<file path="src/rtl/errc_pkg.sv">
// Shared encodings for the fault confinement counter block.
// Assumes: the state code and sample-kind codes below are what neighbours decode.
package errc_pkg;

    typedef enum logic [1:0] {
        ST_ACTIVE  = 2'd0,
        ST_PASSIVE = 2'd1,
        ST_BUSOFF  = 2'd2
    } conf_state_e;

    localparam logic [1:0] SMP_NOMINAL = 2'd0;
    localparam logic [1:0] SMP_DATA    = 2'd1;
    localparam logic [1:0] SMP_SECOND  = 2'd2;

    // Preset select bit positions
    localparam int PS_TX  = 0;
    localparam int PS_RX  = 1;
    localparam int PS_NOM = 2;
    localparam int PS_DAT = 3;
    localparam int PS_W   = 4;

endpackage

</file>
<file path="src/rtl/errc_role_ctr.sv">
// Confinement counter for one role (transmit or receive).
// Applies +1, +8 or -1 when this role is selected. It saturates at all-ones
// and stops at zero. A load overrides any strobe in the same cycle.
// Assumes: strobes are mutually exclusive; if not, add-eight wins, then add-one.
module errc_role_ctr #(
    parameter int CNT_W = 9
) (
    input  logic             clk,
    input  logic             rst_n,
    input  logic             sel_i,
    input  logic             add_one_i,
    input  logic             add_eight_i,
    input  logic             sub_one_i,
    input  logic             load_i,
    input  logic [CNT_W-1:0] load_val_i,
    output logic [CNT_W-1:0] cnt_o
);
    localparam logic [CNT_W:0]   STEP_ONE   = (CNT_W+1)'(1);
    localparam logic [CNT_W:0]   STEP_EIGHT = (CNT_W+1)'(8);
    localparam logic [CNT_W-1:0] CNT_MAX    = {CNT_W{1'b1}};

    logic [CNT_W-1:0] cnt_q, cnt_d;
    logic [CNT_W:0]   sum;
    logic [CNT_W:0]   step;

    // Choose the add step from the active strobe
    always_comb begin
        step = add_eight_i ? STEP_EIGHT : STEP_ONE;
        sum  = {1'b0, cnt_q} + step;
    end

    // Next-value selection: load, add with ceiling, subtract with floor
    always_comb begin
        cnt_d = cnt_q;
        if (load_i) begin
            cnt_d = load_val_i;
        end else if (sel_i && (add_one_i || add_eight_i)) begin
            cnt_d = sum[CNT_W] ? CNT_MAX : sum[CNT_W-1:0];
        end else if (sel_i && sub_one_i) begin
            cnt_d = (cnt_q == '0) ? '0 : cnt_q - CNT_W'(1);
        end
    end

    // Counter register
    always_ff @(posedge clk) begin
        if (!rst_n) cnt_q <= '0;
        else        cnt_q <= cnt_d;
    end

    assign cnt_o = cnt_q;
endmodule

</file>
<file path="src/rtl/errc_stat_ctr.sv">
// Statistics counter for errors in one bit-rate phase.
// Goes up by one per bump and saturates at all-ones. A load of the narrower
// preset value is zero-extended and wins over a bump.
// Assumes: STAT_W >= VAL_W.
module errc_stat_ctr #(
    parameter int STAT_W = 16,
    parameter int VAL_W  = 9
) (
    input  logic              clk,
    input  logic              rst_n,
    input  logic              sel_i,
    input  logic              bump_i,
    input  logic              load_i,
    input  logic [VAL_W-1:0]  load_val_i,
    output logic [STAT_W-1:0] cnt_o
);
    localparam logic [STAT_W-1:0] STAT_MAX = {STAT_W{1'b1}};

    logic [STAT_W-1:0] cnt_q, cnt_d;

    // Next-value selection: load, or saturating bump
    always_comb begin
        cnt_d = cnt_q;
        if (load_i)                                  cnt_d = STAT_W'(load_val_i);
        else if (sel_i && bump_i && cnt_q != STAT_MAX) cnt_d = cnt_q + STAT_W'(1);
    end

    // Counter register
    always_ff @(posedge clk) begin
        if (!rst_n) cnt_q <= '0;
        else        cnt_q <= cnt_d;
    end

    assign cnt_o = cnt_q;
endmodule

</file>
<file path="src/rtl/errc_state_eval.sv">
// Works out the confinement state and warning flag from the two role counters
// and the limits, and pulses when the passive-or-not status changes.
// Assumes: CNT_W = LIM_W + 1, so bus-off means "above the largest limit value".
module errc_state_eval
    import errc_pkg::*;
#(
    parameter int CNT_W = 9,
    parameter int LIM_W = 8
) (
    input  logic             clk,
    input  logic             rst_n,
    input  logic [CNT_W-1:0] tx_cnt_i,
    input  logic [CNT_W-1:0] rx_cnt_i,
    input  logic [LIM_W-1:0] passive_lim_i,
    input  logic [LIM_W-1:0] warn_lim_i,
    output conf_state_e      state_o,
    output logic             warn_o,
    output logic             passive_chg_o
);
    localparam logic [CNT_W-1:0] BUSOFF_ABOVE = CNT_W'((1 << LIM_W) - 1);

    logic [CNT_W-1:0] plim, wlim;
    logic             is_passive, was_passive_q;

    // Classify the counters against the limits
    always_comb begin
        plim = CNT_W'(passive_lim_i);
        wlim = CNT_W'(warn_lim_i);
        if (tx_cnt_i > BUSOFF_ABOVE || rx_cnt_i > BUSOFF_ABOVE)
            state_o = ST_BUSOFF;
        else if (tx_cnt_i > plim || rx_cnt_i > plim)
            state_o = ST_PASSIVE;
        else
            state_o = ST_ACTIVE;
        warn_o     = (tx_cnt_i >= wlim) || (rx_cnt_i >= wlim);
        is_passive = (state_o == ST_PASSIVE);
    end

    // Remember last cycle's passive status for the change pulse
    always_ff @(posedge clk) begin
        if (!rst_n) was_passive_q <= 1'b0;
        else        was_passive_q <= is_passive;
    end

    assign passive_chg_o = is_passive ^ was_passive_q;
endmodule

</file>
<file path="src/rtl/err_confine_ctr.sv">
// Fault confinement counters: transmit/receive confinement counters routed by
// node role, per-phase error statistics, state evaluation and software preset.
// Assumes: strobes are single-cycle and mutually exclusive; limits are quasi-static.
module err_confine_ctr
    import errc_pkg::*;
#(
    parameter int CNT_W  = 9,
    parameter int STAT_W = 16,
    parameter int LIM_W  = 8
) (
    input  logic              clk,
    input  logic              rst_n,
    input  logic              add_one_i,
    input  logic              add_eight_i,
    input  logic              sub_one_i,
    input  logic              role_tx_i,
    input  logic [1:0]        sample_kind_i,
    input  logic [3:0]        preset_sel_i,
    input  logic [CNT_W-1:0]  preset_val_i,
    input  logic [LIM_W-1:0]  passive_lim_i,
    input  logic [LIM_W-1:0]  warn_lim_i,
    output logic [CNT_W-1:0]  tx_cnt_o,
    output logic [CNT_W-1:0]  rx_cnt_o,
    output logic [STAT_W-1:0] nom_cnt_o,
    output logic [STAT_W-1:0] dat_cnt_o,
    output logic [1:0]        state_o,
    output logic              warn_o,
    output logic              passive_chg_o
);
    localparam int N_ROLE  = 2;
    localparam int N_PHASE = 2;

    logic [CNT_W-1:0]  role_cnt  [N_ROLE];
    logic [STAT_W-1:0] phase_cnt [N_PHASE];
    logic [N_ROLE-1:0] role_sel;
    logic [N_PHASE-1:0] phase_sel;
    logic              bump;
    conf_state_e       st;

    // Decode role and phase selects for the counters
    always_comb begin
        role_sel[0]  = role_tx_i;
        role_sel[1]  = !role_tx_i;
        phase_sel[0] = (sample_kind_i == SMP_NOMINAL);
        phase_sel[1] = (sample_kind_i == SMP_DATA) || (sample_kind_i == SMP_SECOND);
        bump         = add_one_i || add_eight_i;
    end

    for (genvar i = 0; i < N_ROLE; i++) begin : g_role
        errc_role_ctr #(.CNT_W(CNT_W)) u_ctr (
            .clk         (clk),
            .rst_n       (rst_n),
            .sel_i       (role_sel[i]),
            .add_one_i   (add_one_i),
            .add_eight_i (add_eight_i),
            .sub_one_i   (sub_one_i),
            .load_i      (preset_sel_i[PS_TX + i]),
            .load_val_i  (preset_val_i),
            .cnt_o       (role_cnt[i])
        );
    end

    for (genvar j = 0; j < N_PHASE; j++) begin : g_phase
        errc_stat_ctr #(.STAT_W(STAT_W), .VAL_W(CNT_W)) u_stat (
            .clk        (clk),
            .rst_n      (rst_n),
            .sel_i      (phase_sel[j]),
            .bump_i     (bump),
            .load_i     (preset_sel_i[PS_NOM + j]),
            .load_val_i (preset_val_i),
            .cnt_o      (phase_cnt[j])
        );
    end

    errc_state_eval #(.CNT_W(CNT_W), .LIM_W(LIM_W)) u_eval (
        .clk           (clk),
        .rst_n         (rst_n),
        .tx_cnt_i      (role_cnt[0]),
        .rx_cnt_i      (role_cnt[1]),
        .passive_lim_i (passive_lim_i),
        .warn_lim_i    (warn_lim_i),
        .state_o       (st),
        .warn_o        (warn_o),
        .passive_chg_o (passive_chg_o)
    );

    assign tx_cnt_o  = role_cnt[0];
    assign rx_cnt_o  = role_cnt[1];
    assign nom_cnt_o = phase_cnt[0];
    assign dat_cnt_o = phase_cnt[1];
    assign state_o   = st;
endmodule

</file>
<file path="config.mk">
export PLATFORM = sky130hd
export DESIGN_NAME = err_confine_ctr
export DESIGN_NICKNAME = d
export VERILOG_FILES = /design/src/rtl/errc_pkg.sv /design/src/rtl/errc_role_ctr.sv /design/src/rtl/errc_stat_ctr.sv /design/src/rtl/errc_state_eval.sv /design/src/rtl/err_confine_ctr.sv
export SDC_FILE = /design/constraint.sdc
export NUM_CORES = 1
export LEC_CHECK = 0
export BUFFER_PORTS_ARGS = -buffer_cell sky130_fd_sc_hd__buf_2
export CAP_MARGIN = 15
export CELL_PAD_IN_SITES_DETAIL_PLACEMENT = 1
export CELL_PAD_IN_SITES_GLOBAL_PLACEMENT = 2
export CORE_AREA = 2 2 122 124
export CTS_CLUSTER_SIZE = 10
export DETAILED_ROUTE_END_ITERATION = 12
export DIE_AREA = 0 0 124 126
export PLACE_DENSITY = 0.82
export SLEW_MARGIN = 0
export SYNTH_ARGS = -nofsm -noshare
export SYNTH_HDL_FRONTEND = slang
export SYNTH_SLANG_ARGS = --single-unit
</file>
<file path="constraint.sdc">
create_clock -name clk -period 3.9 [get_ports clk]
set_clock_uncertainty 0.05 [all_clocks]
set_input_delay 0.39 -clock clk [delete_from_list [all_inputs] [get_ports clk]]
set_output_delay 0.39 -clock clk [all_outputs]
set_load 0.005 [all_outputs]
</file>
==> results of run 1 <==
==> metal layers <==
layer | vias to the layer above | global-route usage | share of wire
met4 | 0 | 0.0575 | 0.022
met5 | - | 0 | 0
li1 | 2159 | - | -
met1 | 2129 | 0.247 | 0.45
met2 | 86 | 0.324 | 0.49
met3 | 25 | 0.0258 | 0.036
==> cell type report <==
class	instances	area [sq um]	share of cell area
tap	184	230	0.0466
multi-input combinational	431	2940	0.595
clock inverter	2	16.3	0.00329
inverter	34	128	0.0258
timing repair buffer	92	465	0.0942
clock buffer	6	139	0.0281
sequential	51	1020	0.207
==> cells in the mapped netlist (all sizes together) (3+ instances only) <==
cell and number:
xor2 16, o211ai 3, and2 3, nand4 18, clkinv 3, nand3 22
o2bb2ai 3, a211oi 4, inv 31, nand2 46, a31oi 10, o31ai 8
a21o 8, a21boi 6, o21ai 56, buf 11, xnor2 21, or4 3
and3 7, o2111ai 3, ha 45, mux2i 3, clkbuf 15, dfxtp 51
a21oi 34, and4 5, a2111oi 3, or3 6, nor3 21, nand2b 3
o21a 4, nor2 29, o221ai 9
==> through the flow <==
step                      instances  setup WS (ps)  power (mW)
after floorplan                 542           1630       0.929
after global placement          792           1390        1.08
after detailed placement        792           1340        1.10
after CTS                       800           1040        1.58
after global routing            800            901        1.67
final                           800           1040        1.56
==> logic make-up after synthesis <==
kind of cell | after synthesis | share of synthesized area
compound gates | 173 | 0.271
xor+xnor | 37 | 0.0767
fa+ha+maj | 45 | 0.133
buf+inv | 60 | 0.0628
flops | 51 | 0.242
mux | 3 | 0.00711
simple gates | 173 | 0.208
==> sequential cells by signal, indices dropped and copies added (netlist names) <==
name	cells
u_eval.was_passive_q	1
g_phase.u_stat.cnt_o	32
g_role.u_ctr.cnt_o	18
==> critical path, stage by stage (launching register included) <==
cell	delay [ps]
sky130_fd_sc_hd__dfxtp_1	520
sky130_fd_sc_hd__inv_1	150
sky130_fd_sc_hd__ha_1	290
sky130_fd_sc_hd__nand2b_1	140
sky130_fd_sc_hd__a21o_1	170
sky130_fd_sc_hd__a21o_1	170
sky130_fd_sc_hd__a21oi_1	170
sky130_fd_sc_hd__o21ai_0	120
sky130_fd_sc_hd__a31o_2	250
sky130_fd_sc_hd__buf_2	120
==> power breakdown <==
group	switching [mW]	leakage, nW	total (mW)	internal (mW)
clock	0.217	0.0731	0.475	0.258
combinational	0.246	1.65	0.444	0.198
sequential	0.0912	0.420	0.646	0.554
total	0.554	2.14	1.56	1.01
==> worst max path at each step <==
| stage | from | to | slack [ps] | cells after the start |
|---|---|---|---|---|
| floorplan | g_role[1].u_ctr.cnt_o[0] | g_role[1].u_ctr.cnt_o[6] | 1630 | 8 |
| global placement | g_role[0].u_ctr.cnt_o[0] | warn_o | 1390 | 9 |
| detailed placement | g_role[1].u_ctr.cnt_o[0] | g_role[1].u_ctr.cnt_o[3] | 1340 | 8 |
| CTS | g_role[1].u_ctr.cnt_o[0] | warn_o | 1040 | 9 |
| global route | g_role[1].u_ctr.cnt_o[2] | passive_chg_o | 900 | 8 |
| finish | g_role[0].u_ctr.cnt_o[0] | warn_o | 1040 | 9 |
==> flow_metrics.py, run 1 <==
metrics = {
    "place": {
        "dpl-instance-area_sq_um": 4780,
        "dp_hpwl_um": 11200,
        "gp_congestion": 0.846,
        "buffers_added_on_ports": 90,
    },
    "finish": {
        "layout.cells.most_common_list": "sky130_fd_sc_hd__buf_2, sky130_fd_sc_hd__dfxtp_1, sky130_fd_sc_hd__o21ai_0, sky130_fd_sc_hd__nand2_1, sky130_fd_sc_hd__ha_1",
        "fin_util": 0.345,
        "drive_gt1_frac": 0.174,
        "antenna_diode_count": 0,
        "fill_cells": 1793,
        "most_common_library_cell_in_the_layout_ignoring_fill_and_taps": "sky130_fd_sc_hd__buf_2",
        "stdcell_area_sq_um": 4940,
        "area.growth.synth_to_final_pct": 16.9,
        "finalNetCount": 697,
    },
    "detailed_routing": {
        "detail_route.iter0.violations": 193,
        "detail_route.wl_per_cell_um": 18.2,
        "drt.antenna.violating_nets": 0,
        "routed_via_density": 5.50,
        "drc_violations": 0,
        "via_count": 4399,
        "detail_route.wirelength_um": 14500,
        "drt_pre_antenna_iters": 4,
    },
    "synthesis": {
        "synth_seq_cells": 51,
        "synth.distinct_cells": 64,
        "synth_async_sr_flop_share": 0,
        "synthDominantAreaCellType": "sky130_fd_sc_hd__dfxtp_1",
        "syn-num-nets": 624,
        "synth_area_leaders": "sky130_fd_sc_hd__dfxtp_1, sky130_fd_sc_hd__ha_1, sky130_fd_sc_hd__o21ai_0, sky130_fd_sc_hd__xnor2_1, sky130_fd_sc_hd__nand2_1",
        "synth_area_sq_um": 4230,
        "syn_area_per_cell_sq_um": 7.80,
        "postSynthCellCount": 542,
        "netlist.area_leader.share": 0.242,
        "yosysWarningCount": 0,
        "yosysSeqAreaShare": 0.242,
        "synth-edff-count": 0,
        "yosys_most_used_dff": "sky130_fd_sc_hd__dfxtp_1",
    },
    "critical_path": {
        "ff2ff_setup_slack_ps": 1320,
        "worst_r2r_startpoint": "g_role[1].u_ctr.cnt_o[0]",
        "setup.worst_path.start_class": "register",
        "crit_fanout": 9,
        "cp_data_required_time_ps": 3460,
        "timing.reg2reg.worst_path_depth": 8,
        "end_kind": "primary output",
        "worst-endpoint-arrival_ps": 2420,
        "crit_type": "register to primary output",
        "critical_path.reg2reg.endpoint": "g_role[1].u_ctr.cnt_o[3]",
    },
    "floorplan": {
        "chipWidth_um": 124,
        "fp.coreArea_sq_um": 14300,
        "starting_density_of_the_core": 0.295,
        "die_h_um": 126,
        "fp.dieArea_sq_um": 15600,
        "design.portCount": 91,
        "floorplan.rows": 44,
    },
    "min_path": {
        "hold_path_depth": 2,
        "hold_path_class": "primary input to register",
        "worst_hold_startpoint": "preset_val_i[0]",
        "worst_hold_path.endpoint": "g_phase[1].u_stat.cnt_o[0]",
    },
    "global_routing": {
        "first_pass_grt_wire_length_um": 23800,
        "grt.total_usage": 0.190,
        "grt_start_max_net_pins": 43,
        "first_global_vias": 4499,
        "antenna_found_initial": 0,
        "global_route.overflow_total": 0,
    },
    "timing": {
        "grt_setup_unrepaired": "false",
        "slew_headroom": 0.496,
        "worst_slew_pin_slew_ps": 756,
        "totalNegativeSetupSlack_ps": 0,
        "fmax_mhz": 350,
        "layout_worst_path_cycle_share": 0.732,
        "finalWorstPathRequiredPeriod_ps": 2860,
        "holdWs_ps": 380,
        "report.final.setup_viol": 0,
        "drv_slew": 0,
        "final-hold-violation-count": 0,
    },
    "clocking": {
        "clock_sinks": 51,
        "tritoncts": "done",
        "clkTransAtPathRegs_ps": 80,
        "clock_tree.root_cell": "sky130_fd_sc_hd__clkbuf_16",
        "cts_resized": 0,
        "h_tree_level_count": 2,
        "cts_buffers": 5,
        "clk_buf_depth": 2,
        "cts_post_setup_buffers_inserted": 0,
        "clock_insertion_delay_worst_skew_ps": 300,
        "holdBufCountCts": 0,
    },
    "job": {
        "maxCapViolations": 0,
    },
    "power_and_ir_drop": {
        "static-leakage-power_nw": 2.14,
        "peakVddDrop_uv": 149,
        "powerDensity_nw_per_um2": 317,
    },
    "run_status": {
        "status": "finished clean",
    },
}
Note: power is estimated with default switching activity, not from simulation.
==> inputs of run 2 (changes only) <==
- ABC_AREA: unset -> 1
- CORE_AREA: 2 2 122 124 -> 2 2 139 141
- DIE_AREA: 0 0 124 126 -> 0 0 141 143
- PLACE_DENSITY: 0.82 -> 0.83
- clock period: 3.9 -> 2.33 ns (I/O delays scaled with it)
==> run 2 against run 1 <==
  * Final area grew 20%
  * Synthesized cell count grew 52%
  * Register-to-register slack got worse by 1000 ps
  * Total power is 91% higher
  * Combinational power increased by 140%
  * Via count grew 28%
  * Utilization shrank 2.6 points
  * First-iteration DRC count up 27%
  * Die area increased by 29%
  * Sequential power grew 59%
  * Routed wire length grew 27%
  * Critical path type unchanged
==> flow_metrics.py, run 2 <==
metrics = {
    "run_status": {
        "status": "finished clean",
    },
    "place": {
        "dpl-instance-area_sq_um": 5680,
        "dpl.cell_count": 1143,
        "dp_hpwl_um": 14900,
        "buffers_added_on_ports": 90,
        "pre_cts_slack_ps": 285,
        "gp_congestion": 0.858,
    },
    "job": {
        "maxCapViolations": 0,
    },
    "detailed_routing": {
        "detail_route.iter0.violations": 245,
        "via_count": 5643,
        "detail_route.wl_per_cell_um": 16.0,
        "drt.antenna.violating_nets": 0,
        "routed_via_density": 4.90,
        "drt_pre_antenna_iters": 4,
        "detail_route.wirelength_um": 18400,
        "drc_violations": 0,
    },
    "timing": {
        "worst_slew_pin_slew_ps": 434,
        "final-hold-violation-count": 0,
        "slew_headroom": 0.710,
        "drv_slew": 0,
        "finalWorstPathRequiredPeriod_ps": 2190,
        "fmax_mhz": 456,
        "layout_worst_path_cycle_share": 0.940,
        "report.final.setup_viol": 0,
        "setup_slack_of_the_critical_path_after_layout_ps": 139,
    },
    "clocking": {
        "tritoncts": "done",
        "h_tree_level_count": 2,
        "clk_buf_depth": 2,
        "holdBufCountCts": 0,
        "clock_tree.root_cell": "sky130_fd_sc_hd__clkbuf_16",
        "clock_insertion_delay_worst_skew_ps": 310,
        "clock_sinks": 51,
        "clkTransAtPathRegs_ps": 70,
        "cts_buffers": 5,
    },
    "finish": {
        "most_common_library_cell_in_the_layout_ignoring_fill_and_taps": "sky130_fd_sc_hd__nand2_1",
        "fill_cells": 2470,
        "area.growth.synth_to_final_pct": 20.0,
        "finalNetCount": 998,
        "drive_gt1_frac": 0.171,
        "layoutNonFillerInstCount": 1152,
        "multi_input_area_sq_um": 3440,
        "stdcell_area_sq_um": 5930,
        "sequential_cell_area_sq_um": 1040,
        "fin_util": 0.319,
        "layout.cells.most_common_list": "sky130_fd_sc_hd__nand2_1, sky130_fd_sc_hd__inv_1, sky130_fd_sc_hd__buf_2, sky130_fd_sc_hd__nand3_1, sky130_fd_sc_hd__nor2_1",
        "largest_reg_flops": 32,
    },
    "global_routing": {
        "global_route.overflow_total": 0,
        "met3_usage": 0.0238,
        "first_pass_grt_wire_length_um": 29500,
        "antenna_found_initial": 1,
        "groute.layer.met1.usage": 0.248,
        "grt.total_usage": 0.184,
        "first_global_vias": 5565,
        "grt_start_max_net_pins": 18,
        "grt_util_met2": 0.314,
        "grt-busiest-layer": "met2",
    },
    "floorplan": {
        "floorplan.rows": 50,
        "fp.dieArea_sq_um": 20200,
        "starting_density_of_the_core": 0.266,
        "die_h_um": 143,
        "chipWidth_um": 141,
        "fp.coreArea_sq_um": 18600,
        "design.portCount": 91,
    },
    "synthesis": {
        "yosysSeqAreaShare": 0.207,
        "synth_area_leaders": "sky130_fd_sc_hd__dfxtp_1, sky130_fd_sc_hd__nand2_1, sky130_fd_sc_hd__ha_1, sky130_fd_sc_hd__nand3_1, sky130_fd_sc_hd__inv_1",
        "synth_seq_cells": 51,
        "syn_area_per_cell_sq_um": 6.01,
        "post-synth-top-count-cell": "sky130_fd_sc_hd__nand2_1",
        "postSynthCellCount": 822,
        "synthDominantAreaCellType": "sky130_fd_sc_hd__dfxtp_1",
        "synth.top_cells.by_count": "sky130_fd_sc_hd__nand2_1, sky130_fd_sc_hd__inv_1, sky130_fd_sc_hd__nand3_1, sky130_fd_sc_hd__nor2_1, sky130_fd_sc_hd__a21oi_1",
        "synth.distinct_cells": 38,
        "synth-edff-count": 0,
        "syn-num-nets": 904,
        "synth_async_sr_flop_share": 0,
        "synth_area_sq_um": 4940,
        "netlist.area_leader.share": 0.207,
        "yosys_most_used_dff": "sky130_fd_sc_hd__dfxtp_1",
        "yosysWarningCount": 0,
    },
    "critical_path": {
        "worst-endpoint-arrival_ps": 1910,
        "end_kind": "primary output",
        "setup.worst_path.start_class": "register",
        "crit_type": "register to primary output",
        "cp_data_required_time_ps": 2050,
        "crit_fanout": 11,
        "timing.reg2reg.worst_path_depth": 10,
    },
    "power_and_ir_drop": {
        "power_frac_seq": 0.345,
        "p_sw_frac": 0.375,
        "p_int_mw": 1.87,
        "peakVddDrop_uv": 256,
        "powerDensity_nw_per_um2": 504,
        "switching_pwr_mw": 1.12,
        "static-leakage-power_nw": 2.90,
        "p_clk_frac": 0.306,
        "p_comb_frac": 0.349,
    },
    "min_path": {
        "hold_path_class": "primary input to register",
        "hold_path_depth": 3,
    },
}
-- run 2: changes by cell type after synthesis, moves of 7 or more --
cell,delta
sky130_fd_sc_hd__a21oi_1,+31
sky130_fd_sc_hd__and3_1,-7
sky130_fd_sc_hd__clkbuf_1,-7
sky130_fd_sc_hd__inv_1,+62
sky130_fd_sc_hd__nand2_1,+201
sky130_fd_sc_hd__nand3_1,+62
sky130_fd_sc_hd__nor2_1,+42
sky130_fd_sc_hd__nor3_1,-7
sky130_fd_sc_hd__o221ai_1,-9
sky130_fd_sc_hd__o31ai_1,-7
sky130_fd_sc_hd__xnor2_1,-10
-- run 2: logic make-up after synthesis --
logic type | share of synthesized area
simple gates | 0.406
buf+inv | 0.106
xor+xnor | 0.0390
mux | 0.00202
fa+ha+maj | 0.114
compound gates | 0.127
flops | 0.207
-- run 2: worst paths after layout --
check	startpoint	slack, ps	endpoint
worst max-delay path	g_role[0].u_ctr.cnt_o[2]	140	warn_o
worst min-delay path	preset_val_i[2]	190	g_phase[1].u_stat.cnt_o[2]
worst max register to register	g_phase[1].u_stat.cnt_o[1]	300	g_phase[1].u_stat.cnt_o[1]
worst min register to register	g_phase[0].u_stat.cnt_o[15]	450	g_phase[0].u_stat.cnt_o[15]
-- run 2: cell type report --
type | instances | share of cell area
Clock buffer | 6 | 0.0234
Multi-Input combinational cell | 649 | 0.580
Tap cell | 234 | 0.0493
Timing Repair Buffer | 110 | 0.102
Clock inverter | 2 | 0.00654
Sequential cell | 51 | 0.175
Inverter | 99 | 0.0626
Antenna cell | 1 | 0.000422
-- run 2: metal layers --
metal,part of all wire,vias to the layer above
met5,0,-
met4,0.013,0
met3,0.039,18
met2,0.47,113
met1,0.48,2642
li1,-,2870
-- run 2: what timing repair did --
action | in CTS | in global routing
buffers inserted | 0 | 0
pin swaps | 0 | 1
gates resized for setup | 3 | 19
endpoints found under the setup margin | 1 | 3
hold endpoints to repair | 0 | 0
gates cloned | 0 | 0
-- run 2: per-stage QoR --
stage / total power [mW] / hold WS [ps] / TNS, ps
finish: 2.99 / 192 / 0
detailed placement: 2.08 / 445 / 0
CTS: 3.02 / 182 / 0
global placement: 2.07 / 436 / 0
global route: 3.21 / 193 / -6.92
floorplan: 1.69 / 321 / 0
-- run 2: power by group through the flow --
stage	logic (mW)	clock network, mW	registers [mW]
5_1_grt	1.19	0.978	1.04
4_1_cts	1.04	0.960	1.03
3_5_place_dp	1.03	0	1.05
3_3_place_gp	1.02	0	1.05
6_report	1.05	0.916	1.03
2_1_floorplan	0.667	0	1.02
-- run 2: critical path: stages (launching register included) --
cell	delay, ps
sky130_fd_sc_hd__dfxtp_1	430
sky130_fd_sc_hd__buf_6	190
sky130_fd_sc_hd__ha_1	270
sky130_fd_sc_hd__a21oi_1	130
sky130_fd_sc_hd__o21ai_0	90
sky130_fd_sc_hd__nand2_1	60
sky130_fd_sc_hd__o2111ai_1	90
sky130_fd_sc_hd__nor2_1	140
sky130_fd_sc_hd__nand2_1	70
sky130_fd_sc_hd__buf_2	120
==> inputs of run 3 (changes only) <==
- CORE_AREA: 2 2 139 141 -> 2 2 132 134
- DIE_AREA: 0 0 141 143 -> 0 0 134 136
- PLACE_DENSITY: 0.83 -> 0.87
- clock period: 2.33 -> 2.8 ns (I/O delays scaled with it)
==> run 3 against run 2 <==
  * Flip-flop and latch count is the same
  * Non-clock buffer count shrank 13
  * Total power shrank 23%
  * Die area shrank 9.6%
  * First-iteration DRC count grew 2.0%
  * Clock power shrank 33%
  * Register-to-register slack gained 430 ps
  * Final area shrank 3.9%
  * Global-route usage grew 1.1 points
  * Routed wire length shrank 4.2%
==> flow_metrics.py, run 3 (same netlist as run 2, synthesis figures left out) <==
metrics = {
    "floorplan": {
        "design.portCount": 91,
        "starting_density_of_the_core": 0.293,
        "die_h_um": 136,
        "fp.dieArea_sq_um": 18200,
        "fp.coreArea_sq_um": 16900,
        "floorplan.rows": 48,
        "chipWidth_um": 134,
    },
    "critical_path": {
        "critical_path_buf_inv_count": 3,
        "crit_slowest_cell": "sky130_fd_sc_hd__dfxtp_1",
        "setup.worst_path.start_class": "register",
        "path_delay_family": "simple AND/OR/NAND/NOR gates",
        "ff2ff_setup_slack_ps": 730,
        "critical_path.reg2reg.endpoint": "g_role[0].u_ctr.cnt_o[2]",
        "crit_fanout": 14,
        "worst_r2r_startpoint": "g_role[0].u_ctr.cnt_o[0]",
        "timing.reg2reg.worst_path_depth": 11,
        "timing.critical_path.mode_cell": "sky130_fd_sc_hd__nand2_1",
        "end_kind": "primary output",
        "worst-endpoint-arrival_ps": 2110,
        "cp_data_required_time_ps": 2470,
        "crit_type": "register to primary output",
        "cp_slowest_stage_delay_ps": 620,
        "cp_cell_sequence": "inv_1 > nor3_1 > nand2_1 > nand3_1 > inv_1 > nand2_1 > nand2_1 > nand2_1 > buf_2",
    },
    "job": {
        "maxCapViolations": 0,
    },
    "place": {
        "buffers_added_on_ports": 90,
        "gp_congestion": 0.848,
        "dp_hpwl_um": 14100,
    },
    "min_path": {
        "worst_hold_path.endpoint": "g_phase[1].u_stat.cnt_o[2]",
        "worst_hold_startpoint": "preset_val_i[2]",
        "hold_path_depth": 3,
        "hold_path_class": "primary input to register",
    },
    "power_and_ir_drop": {
        "power_frac_seq": 0.379,
        "p_sw_frac": 0.390,
        "powerDensity_nw_per_um2": 402,
        "p_comb_frac": 0.354,
        "static-leakage-power_nw": 2.81,
        "p_clk_frac": 0.267,
        "p_int_mw": 1.40,
        "peakVddDrop_uv": 246,
        "switching_pwr_mw": 0.893,
        "total_power_mw": 2.29,
    },
    "detailed_routing": {
        "routed_via_density": 4.95,
        "drt.antenna.violating_nets": 0,
        "detail_route.wirelength_um": 17600,
        "detail_route.iter0.violations": 250,
        "drt_pre_antenna_iters": 4,
        "drc_violations": 0,
        "detail_route.wl_per_cell_um": 15.7,
        "via_count": 5576,
    },
    "finish": {
        "most_common_library_cell_in_the_layout_ignoring_fill_and_taps": "sky130_fd_sc_hd__nand2_1",
        "fill_cells": 2289,
        "finalNetCount": 985,
        "layout.cells.most_common_list": "sky130_fd_sc_hd__nand2_1, sky130_fd_sc_hd__inv_1, sky130_fd_sc_hd__buf_2, sky130_fd_sc_hd__nand3_1, sky130_fd_sc_hd__nor2_1",
        "drive_gt1_frac": 0.136,
        "area.growth.synth_to_final_pct": 15.4,
        "antenna_diode_count": 0,
        "largest_reg_flops": 32,
    },
    "global_routing": {
        "antenna_found_initial": 0,
        "first_global_vias": 5660,
        "grt.total_usage": 0.195,
        "global_route.overflow_total": 0,
        "grt_start_max_net_pins": 24,
        "first_pass_grt_wire_length_um": 28700,
    },
    "clocking": {
        "clock_sinks": 51,
        "clock_insertion_delay_worst_skew_ps": 290,
        "cts_resized": 0,
        "clkTransAtPathRegs_ps": 70,
        "h_tree_level_count": 2,
        "clk_buf_depth": 2,
        "cts_buffers": 5,
        "tritoncts": "done",
        "cts_post_setup_buffers_inserted": 0,
        "holdBufCountCts": 0,
        "clock_tree.root_cell": "sky130_fd_sc_hd__clkbuf_16",
    },
    "timing": {
        "totalNegativeSetupSlack_ps": 0,
        "report.final.setup_viol": 0,
        "final-hold-violation-count": 0,
        "fmax_mhz": 409,
        "worst_slew_pin_slew_ps": 496,
        "finalWorstPathRequiredPeriod_ps": 2440,
        "slew_headroom": 0.669,
        "drv_slew": 0,
        "layout_worst_path_cycle_share": 0.873,
        "grt_setup_unrepaired": "false",
    },
    "run_status": {
        "status": "finished clean",
    },
}
-- run 3: cell types whose count changed in the layout (fill, tap and decap cells not counted), sizes merged --
cell | previous run | this run
diode | 1 | 0
inv | 98 | 97
buf | 110 | 97
bufinv | 1 | 0
-- run 3: stage by stage --
| stage | util | area [sq um] | hold slack [ps] | worst slack [ps] | std cells |
|---|---|---|---|---|---|
| 3_5_place_dp | 0.330 | 5570 | 446 | 659 | 1121 |
| 6_report | 0.338 | 5700 | 263 | 355 | 1127 |
| 5_1_grt | 0.338 | 5700 | 271 | 110 | 1127 |
| 3_3_place_gp | 0.330 | 5570 | 439 | 715 | 1121 |
| 2_1_floorplan | - | 4940 | 368 | 1080 | 822 |
| 4_1_cts | 0.338 | 5700 | 250 | 329 | 1127 |
-- run 3: worst reg2reg max path, cell delays in order, from the launching register on --
cell                      delay (ps)
sky130_fd_sc_hd__dfxtp_1         390
sky130_fd_sc_hd__inv_1           310
sky130_fd_sc_hd__ha_1            360
sky130_fd_sc_hd__nand2_1          80
sky130_fd_sc_hd__nor2_1          100
sky130_fd_sc_hd__nand3_1         120
sky130_fd_sc_hd__nand2_1         160
sky130_fd_sc_hd__inv_2            80
sky130_fd_sc_hd__nand2_1          70
sky130_fd_sc_hd__nand3_1          70
sky130_fd_sc_hd__nand2_1         100
sky130_fd_sc_hd__a21oi_1          60
-- run 3: worst max-delay path by stage --
| stage | startpoint | to | slack (ps) | depth (start not counted) |
|---|---|---|---|---|
| final | g_role[0].u_ctr.cnt_o[4] | passive_chg_o | 360 | 9 |
| after global routing | g_role[0].u_ctr.cnt_o[4] | passive_chg_o | 110 | 11 |
| after CTS | g_role[0].u_ctr.cnt_o[4] | passive_chg_o | 330 | 9 |
| after detailed placement | g_role[0].u_ctr.cnt_o[4] | passive_chg_o | 660 | 9 |
| after global placement | g_role[0].u_ctr.cnt_o[4] | passive_chg_o | 720 | 11 |
| after floorplan | g_role[0].u_ctr.cnt_o[4] | state_o[0] | 1080 | 9 |
-- run 3: area by class of cell --
class,instances,area (sq um),area share
inverters,99,372,0.0652
well taps,225,282,0.0494
clock buffers,6,129,0.0226
flip-flops and latches,51,1020,0.179
repair buffers,97,503,0.0882
multi-input cells,649,3400,0.596
-- run 3: per-layer routing --
metal  GRT usage  vias to the layer above  wire (um)
met5           0                        -          0
met4      0.0408                        0        238
met3      0.0239                       19        522
met2       0.348                      100       8450
met1       0.251                     2609       8430
li1            -                     2848          -
-- run 3: power groups by stage --
stage	clock [mW]	combinational (mW)	sequential, mW
6_report	0.612	0.810	0.868
5_1_grt	0.654	0.933	0.878
4_1_cts	0.629	0.815	0.867
3_5_place_dp	0	0.809	0.883
3_3_place_gp	0	0.796	0.882
2_1_floorplan	0	0.555	0.850
